<file path="src/rtl/piso_shift_reg.sv">
module piso_shift_reg #(
  parameter int STAGES      = 8,
  parameter int SYNC_STAGES = 2
) (
  input  logic              clk,
  input  logic              rst,
  input  logic              load_n_i,
  input  logic              clk_a_i,
  input  logic              clk_b_i,
  input  logic              ser_i,
  input  logic [STAGES-1:0] par_i,
  output logic              q_o,
  output logic              q_n_o
);
  localparam int BUSW = STAGES + 4;

  logic [BUSW-1:0] raw;
  logic [BUSW-1:0] sync_q [SYNC_STAGES];
  logic [BUSW-1:0] s;
  logic            shift_md, strobe_lvl, ser_s;
  logic [STAGES-1:0] par_s;
  logic            strobe_d, mode_d, rise, shift_go;
  logic [STAGES-1:0] stg;

  assign raw = {load_n_i, clk_a_i, clk_b_i, ser_i, par_i};

  always_ff @(posedge clk) begin
    if (rst) begin
      for (int i = 0; i < SYNC_STAGES; i++) sync_q[i] <= '0;
    end else begin
      sync_q[0] <= raw;
      for (int i = 1; i < SYNC_STAGES; i++) sync_q[i] <= sync_q[i-1];
    end
  end

  assign s          = sync_q[SYNC_STAGES-1];
  assign shift_md   = s[BUSW-1];
  assign strobe_lvl = s[BUSW-2] | s[BUSW-3];
  assign ser_s      = s[STAGES];
  assign par_s      = s[STAGES-1:0];
  assign rise       = strobe_lvl & ~strobe_d;
  assign shift_go   = shift_md & mode_d & rise;

  always_ff @(posedge clk) begin
    if (rst) begin
      strobe_d <= 1'b0;
      mode_d   <= 1'b0;
      stg      <= '0;
    end else begin
      strobe_d <= strobe_lvl;
      mode_d   <= shift_md;
      if (!shift_md)     stg <= par_s;
      else if (shift_go) stg <= {stg[STAGES-2:0], ser_s};
    end
  end

  assign q_o   = stg[STAGES-1];
  assign q_n_o = ~stg[STAGES-1];

  AST_RESET_CLEARS: assert property (@(posedge clk) disable iff (rst)
    $past(rst) |-> (q_o == 1'b0));
  AST_LOAD_TRACKS: assert property (@(posedge clk) disable iff (rst)
    !shift_md |=> (stg == $past(par_s)));
  AST_SHIFT_ADVANCES: assert property (@(posedge clk) disable iff (rst)
    shift_go |=> (q_o == $past(stg[STAGES-2])));
  AST_HELD_STROBE_IDLE: assert property (@(posedge clk) disable iff (rst)
    (shift_md && mode_d && strobe_lvl && strobe_d) |=> $stable(stg));
  AST_RELEASE_DROPS: assert property (@(posedge clk) disable iff (rst)
    (shift_md && !mode_d) |=> $stable(stg));
  AST_STATIC_HOLD: assert property (@(posedge clk) disable iff (rst)
    (shift_md && !rise) |=> $stable(stg));
endmodule

</file>
<file path="config.mk">
export PLATFORM = sky130hd
export DESIGN_NAME = piso_shift_reg
export DESIGN_NICKNAME = d
export VERILOG_FILES = /design/src/rtl/piso_shift_reg.sv
export SDC_FILE = /design/constraint.sdc
export NUM_CORES = 1
export LEC_CHECK = 0
export BUFFER_PORTS_ARGS = -buffer_cell sky130_fd_sc_hd__buf_2
export CAP_MARGIN = 20
export CORE_MARGIN = 10
export CORE_UTILIZATION = 53
export DETAILED_ROUTE_END_ITERATION = 10
export GPL_ROUTABILITY_DRIVEN = 1
export PLACE_DENSITY = 0.74
export SLEW_MARGIN = 20
export SYNTH_ARGS = -nofsm -noshare
export SYNTH_HDL_FRONTEND = slang
export SYNTH_SLANG_ARGS = --single-unit
</file>
<file path="constraint.sdc">
create_clock -name clk -period 1.4 [get_ports clk]
set_input_delay 0.42 -clock clk [delete_from_list [all_inputs] [get_ports clk]]
set_output_delay 0.42 -clock clk [all_outputs]
set_load 0.02 [all_outputs]
</file>
Word-level counts from Yosys, hierarchy flattened
Memory sizes are Yosys's and may differ from the RTL's.
Index checks and enable logic that the tools add are counted.
{"block": "word_totals", "memories": 1, "out_inout_bits": 2, "word_cells": 20, "ram_bits": 24, "inputBits": 14, "reg_bits": 10}
{"memory": "sync_q", "words": 2, "width": 12, "read_ports": 2, "rd_clocked_by_memory_dff": 0, "wr": 2, "line_no": "18", "source": "logic [BUSW-1:0] sync_q [SYNC_STAGES];"}
{"block": "op_classes", "n_mux": 7, "eq_ne": 1, "bitwise_logic": 8}
{"operator": "$mux 12", "n": 2}
{"operator": "$mux 8", "n": 2}
{"operator": "$and 1x1->1", "n": 3}
{"operator": "$mux 1", "n": 3}
{"operator": "$or 1x1->1", "n": 3}
{"operator": "$ne 2x1->1 const B", "n": 1}
{"operator": "$not 1->1", "n": 2}

Depth between registers and ports, before layout
Gate-level depths: netlist of the first run.
{"block": "logic_depth", "depth_word": 5, "ltp_mapped": 4, "mapped_depth_nobuf": 3}

Worst setup path before layout of the first run
OpenSTA, ideal clock, no wires.
{"block": "synth_path", "path_type": "flip-flop to output port", "from": "register stg[7]", "to": "output q_n_o", "stages_incl_launch_ff": 2, "t_required_ps": 980, "path_slack_ps": 399, "n_path_buf": 0, "arrival_time_ps": 581, "path_cell_list": "dfxtp_1 inv_1"}
{"block": "synth_between", "elab_chain_len": 1}
{"element": "start, declared", "line_no": "23", "source": "logic [STAGES-1:0] stg;"}
{"element": "start signal, assigned", "line_no": "52", "source": "if (!shift_md) stg <= par_s;"}
{"element": "start signal, assigned", "line_no": "53", "source": "else if (shift_go) stg <= {stg[STAGES-2:0], ser_s};"}
{"element": "$not 1->1", "line_no": "58", "source": "assign q_n_o = ~stg[STAGES-1];"}
{"element": "end, declared", "line_no": "13", "source": "output logic q_n_o"}
Every way passes these cells.

Worst setup path after layout of the first run
Ends and elaborated chain as after synthesis.

==> qor.txt, run 1 <==
CP Depth -> 2
cts bufs inserted -> 5
simple-gate share of the synthesized area -> 23.5%
Tot Pwr -> 1.60 mW
critical path's largest stage delay -> 0.34 ns
Post-Synthesis Cell Area -> 1090 sq um
worst endpoint required time -> 0.98 ns
post-layout util -> 62.5%
routability cong. -> 0.841
clk_skew -> 0.00757 ns
run status -> completed
sequential element share of the synthesized area -> 62.2%
total net switching power -> 0.353 mW
CORE AREA -> 1960 sq um
Synth Area in Adders -> 0%
synth top area cells -> dfxtp_1, nor2b_1, a311oi_1, nand3_1, o21ai_0
Synth Area in Compound Gates -> 10.1%
Gate Count Post-Synth -> 104
share of the synthesized area in the top cell type -> 62.2%
initial core utilization -> 55.8%
register clock-pin slew on the reported worst setup and hold paths -> 0.09 ns
Routed Wire Length -> 1760 um
Comb pwr share -> 6.3%
worst-path cell chain -> inv_1 -> buf_2
CP Data Arrival Time -> 0.86 ns
worst hold stages -> 2
Final period util -> 91.6%
largest net degree at the start of global routing -> 21
post-synth cell types -> 15
slowest CP cell -> dfxtp_1
final setup TNS -> 0 ns
Root Buffer -> clkbuf_4
vias per std cell -> 4.99
Yosys top cell by area -> dfxtp_1
Clock Tree Buf Depth -> 2
crit start category -> register
drt drc -> 0
setup bufs post-CTS -> 0
post-synthesis mux area share -> 0%
Clock Power Share -> 29.5%
Yosys Warn Count -> 0
Leakage -> 0.463 nW
Internal -> 1.25 mW
PostCTS Resize Cnt -> 0
H-tree depth -> 2
Total GRT Usage -> 9.14%
post-route ant nets -> 0
Worst-Skew Late Latency -> 0.33 ns
WL/cell -> 12.0 um
vias in the first global route -> 731
Final Max Slew Viols -> 0
final setup fails -> 0
Rows -> 16
Pwr per Cell Area -> 1310 nW/um^2
Area Growth Syn to Fin -> 12.0%
switching share of power -> 22.0%
# Max-Cap Violations -> 0
# IOs -> 16
cell area after placement -> 1180 sq um
clk sinks -> 34
fin area -> 1230 sq um
GRT overflow -> 0
f_max -> 0.780 GHz
largest family of logic cells by synthesized area -> simple AND/OR/NAND/NOR gates
DR pass1 iterations -> 4
filler instances -> 184
antenna violations before repair -> 0
delay-heaviest family, CP -> flip-flops
synthesized flop and latch total -> 34
dpl ws -> 0.280 ns
Synth Area per Inst -> 10.5 sq um
layout net count -> 134
n_diodes -> 0
Hold Buf Count CTS -> 0
Final Hold Viols -> 0
DP HPWL -> 1170 um
syn nets -> 118
maximum vdd ir drop -> 882 uV
Die Footprint -> 4280 sq um
crit end category -> output pin
Via Count -> 734
Bufs and invs on worst path -> 2
Seq pwr share -> 64.2%
max_slew headroom -> 64.6%
Chip Height -> 65.5 um
cell count of the worst reg-to-reg path -> 3
xor and xnor area share after synthesis -> 0%
Hold Path Class -> in -> reg
Tightest Pin Transition -> 0.531 ns
first-pass GRT wire length -> 3020 um
critical path type -> reg -> out
RSZ-0062 raised after global routing -> no
crit-path max FO -> 3
Iteration-0 DRC Markers -> 17
TritonCTS clock tree -> built
post-layout min period -> 1.28 ns
die width -> 65.5 um
PnR worst setup slack -> 0.117 ns
port bufs -> 15
layout cells sized above 1 -> 20.0%
[registers in the layout, summed over array words and instances, names as in the netlist]
| name | flops |
|---|---|
| mode_d | 1 |
| sync_q | 24 |
| stg | 8 |
| strobe_d | 1 |
[cell type report]
type / count / area, sq um / area share [%]
clock buffer: 7 / 45.0 / 3.67
inverter: 1 / 3.75 / 0.306
multi-input combinational: 62 / 368 / 30.0
sequential: 34 / 681 / 55.5
tap: 27 / 33.8 / 2.76
timing repair buffer: 16 / 95.1 / 7.76
[synthesized netlist by cell type]
library cell  count
dfxtp_1          34
nor2b_1          25
nor2_1            9
a311oi_1          8
nand3_1           8
o21ai_0           8
clkbuf_1          3
buf_4             2
buf_2             1
buf_6             1
inv_1             1
nand2b_1          1
nor2_2            1
nor2b_2           1
or2_2             1
[kinds of logic after synthesis]
kind of cell / Yosys count
AO/OA/AOI/OAI: 16
flip-flops: 34
buffers and inverters: 8
AND/OR/NAND/NOR: 46
[power groups by stage]
stage	combinational (mW)	sequential, mW	clock (mW)
finish	0.101	1.03	0.473
global route	0.113	1.04	0.533
CTS	0.102	1.03	0.489
detailed placement	0.101	1.05	0
global placement	0.0967	1.05	0
floorplan	0.0729	1.05	0
[through the flow]
step / hold WS, ns / instances
after floorplan: 0.414 / 104
after global placement: 0.418 / 140
after detailed placement: 0.425 / 140
after CTS: 0.288 / 147
after global routing: 0.299 / 147
final: 0.293 / 147
[routing by layer]
layer,GRT usage (%),wire [um]
met5,0,0
met3,4.07,121
met4,8.02,44
met1,9.56,803
met2,13.7,789
[worst paths after layout]
path,startpoint,slack (ns),end
min,clk_a_i,0.29,sync_q[0][10]
min reg2reg,sync_q[0][5],0.43,sync_q[0][17]
max,stg[7],0.12,q_n_o
max reg2reg,mode_d,0.27,stg[0]
[layout by cell type (no fill, tap or decap)]
| cell type | netlist | layout |
|---|---|---|
| a311oi_1 | 8 | 8 |
| nor2b_2 | 1 | 1 |
| nand3_1 | 8 | 8 |
| buf_2 | 1 | 15 |
| buf_12 | 0 | 1 |
| clkbuf_4 | 0 | 5 |
| inv_1 | 1 | 1 |
| nand2b_1 | 1 | 1 |
| nor2b_1 | 25 | 25 |
| or2_2 | 1 | 1 |
| nor2_2 | 1 | 1 |
| nor2_1 | 9 | 9 |
| o21ai_0 | 8 | 8 |
| clkbuf_1 | 3 | 2 |
| dfxtp_1 | 34 | 34 |
[worst reg2reg max path, stage by stage (launching register included)]
cell      delay (ns)
dfxtp_1         0.33
nor2b_2         0.31
nand3_1         0.12
a311oi_1        0.28
(Power assumes the default switching activity.)
==> run 2, diff against run 1 <==
--- a/config.mk
+++ b/config.mk
@@ -7,7 +7,6 @@
 export LEC_CHECK = 0
 export BUFFER_PORTS_ARGS = -buffer_cell sky130_fd_sc_hd__buf_2
 export CAP_MARGIN = 20
-export CORE_MARGIN = 10
 export CORE_UTILIZATION = 53
 export DETAILED_ROUTE_END_ITERATION = 10
 export GPL_ROUTABILITY_DRIVEN = 1
==> run 2 against run 1 <==
  * Combinational power about the same
  * Largest cell class unchanged
  * Setup slack better by 0.0079 ns
  * Clock power about the same
  * Non-clock buffer count unchanged
  * Die area down 47%
  * Flip-flop and latch count unchanged
  * Clock skew down 0.0032 ns
  * Critical path type unchanged
  * Final cell count unchanged
  * Critical endpoint unchanged
  * Fmax up 0.62%
==> qor.txt, run 2 (synthesized netlist as in run 1, its figures left out) <==
TritonCTS clock tree -> built (unchanged)
Iteration-0 DRC Markers -> 27 (was 17)
final setup fails -> 0 (unchanged)
vias per std cell -> 4.95 (was 4.99)
RSZ-0062 raised after global routing -> no (unchanged)
Worst-Skew Late Latency -> 0.32 ns (was 0.33 ns)
Via Count -> 727 (was 734)
n_diodes -> 0 (unchanged)
Final period util -> 91.1% (was 91.6%)
critical path's largest stage delay -> 0.35 ns (was 0.34 ns)
Chip Height -> 47.5 um (was 65.5 um)
commonest non-fill, non-tap cell in the layout -> dfxtp_1 (unchanged)
H-tree depth -> 2 (unchanged)
slowest CP cell -> dfxtp_1 (unchanged)
Hold Buf Count CTS -> 0 (unchanged)
setup bufs post-CTS -> 0 (unchanged)
crit start category -> register (unchanged)
layout cells sized above 1 -> 21.7% (was 20.0%)
# Max-Cap Violations -> 0 (unchanged)
Area Growth Syn to Fin -> 12.2% (was 12.0%)
Final Hold Viols -> 0 (unchanged)
largest net degree at the start of global routing -> 35 (was 21)
antenna violations before repair -> 0 (unchanged)
Hold Path Class -> in -> reg (unchanged)
PostCTS Resize Cnt -> 0 (unchanged)
Multi-input gate area -> 368 sq um (unchanged)
cts bufs inserted -> 5 (unchanged)
register clock-pin slew on the reported worst setup and hold paths -> 0.09 ns (about the same)
most frequent cells in the layout -> dfxtp_1, nor2b_1, buf_2 (unchanged)
final setup TNS -> 0 ns (unchanged)
CORE AREA -> 1940 sq um (was 1960 sq um)
Final Max Slew Viols -> 0 (unchanged)
Fin Hold WS -> 0.304 ns (was 0.293 ns)
drt drc -> 0 (unchanged)
Leakage -> 0.469 nW (was 0.463 nW)
post-route ant nets -> 0 (unchanged)
routability cong. -> 0.819 (was 0.841)
Clock Tree Buf Depth -> 2 (unchanged)
worst endpoint required time -> 0.98 ns (about the same)
maximum vdd ir drop -> 780 uV (was 882 uV)
crit-path max FO -> 3 (unchanged)
Tightest Pin Transition -> 0.525 ns (was 0.531 ns)
Die Footprint -> 2250 sq um (was 4280 sq um)
max_slew headroom -> 65.0% (was 64.6%)
max reg flops -> 24 (unchanged)
filler instances -> 173 (was 184)
Pwr per Cell Area -> 1300 nW/um^2 (was 1310 nW/um^2)
f_max -> 0.784 GHz (was 0.780 GHz)
largest registers -> sync_q: 24 flops, stg: 8 flops (unchanged)
CP Data Arrival Time -> 0.85 ns (was 0.86 ns)
post-layout min period -> 1.27 ns (was 1.28 ns)
run status -> completed (unchanged)
worst-path cell chain -> inv_1 -> buf_2 (unchanged)
initial core utilization -> 56.4% (was 55.8%)
layout net count -> 134 (unchanged)
vias in the first global route -> 602 (was 731)
DR pass1 iterations -> 4 (unchanged)
Rows -> 16 (unchanged)
DP HPWL -> 1020 um (was 1170 um)
critical path type -> reg -> out (unchanged)
Root Buffer -> clkbuf_4 (unchanged)
WL/cell -> 11.0 um (was 12.0 um)
port bufs -> 15 (unchanged)
Top reg by flops -> sync_q (unchanged)
Routed Wire Length -> 1620 um (was 1760 um)
Seq. cell area -> 681 sq um (unchanged)
clk_skew -> 0.00439 ns (was 0.00757 ns)
die width -> 47.5 um (was 65.5 um)
first-pass GRT wire length -> 2350 um (was 3020 um)
Total GRT Usage -> 16.2% (was 9.14%)
# IOs -> 16 (unchanged)
GRT overflow -> 0 (unchanged)
crit end category -> output pin (unchanged)
clk sinks -> 34 (unchanged)
-- run 2: cell count changes in the layout (fill, tap and decap cells not counted) --
cell and delta:
clkinv_2 +2, clkbuf_1 -2
-- run 2: final cells by class --
type / instances / share of cell area (%)
inverter: 1 / 0.305
timing repair buffer: 16 / 7.74
multi-input combinational: 62 / 29.9
tap: 27 / 2.75
clock buffer: 5 / 3.05
clock inverter: 2 / 0.815
sequential: 34 / 55.4
-- run 2: where the power goes --
group,switching [mW],internal (mW),total [mW]
combinational,0.0496,0.0508,0.100
sequential,0.0192,1.01,1.03
clock,0.290,0.180,0.470
total,0.358,1.24,1.60
-- run 2: per-stage QoR --
step                      utilization [%]  total power [mW]  setup slack [ns]  cell area [sq um]  cells
after global routing                 63.3              1.68            0.0658               1230    147
final                                63.3              1.60             0.125               1230    147
after global placement               60.8              1.15             0.340               1180    140
after floorplan                         -              1.12             0.399               1090    104
after CTS                            63.3              1.62             0.107               1230    147
after detailed placement             60.8              1.15             0.282               1180    140
-- run 2: metal layers --
layer	wire [um]	track usage [%]
met3	75	10.2
met5	0	0
met1	754	18.7
met4	39	10.9
met2	746	21.9
-- run 2: final timing paths --
| kind | end | slack, ns | cells after the start | from |
|---|---|---|---|---|
| hold / removal | sync_q[0][6] | 0.30 | 2 | par_i[6] |
| setup / recovery | q_n_o | 0.13 | 2 | stg[7] |
| setup reg to reg | stg[7] | 0.27 | 3 | sync_q[0][21] |
| hold reg to reg | sync_q[0][21] | 0.44 | 1 | sync_q[0][9] |
-- run 2: worst max-delay path: cells and delay by family, from the launching register on --
kind	cells	cell delay (ns)
buf+inv	2	0.19
flops	1	0.35
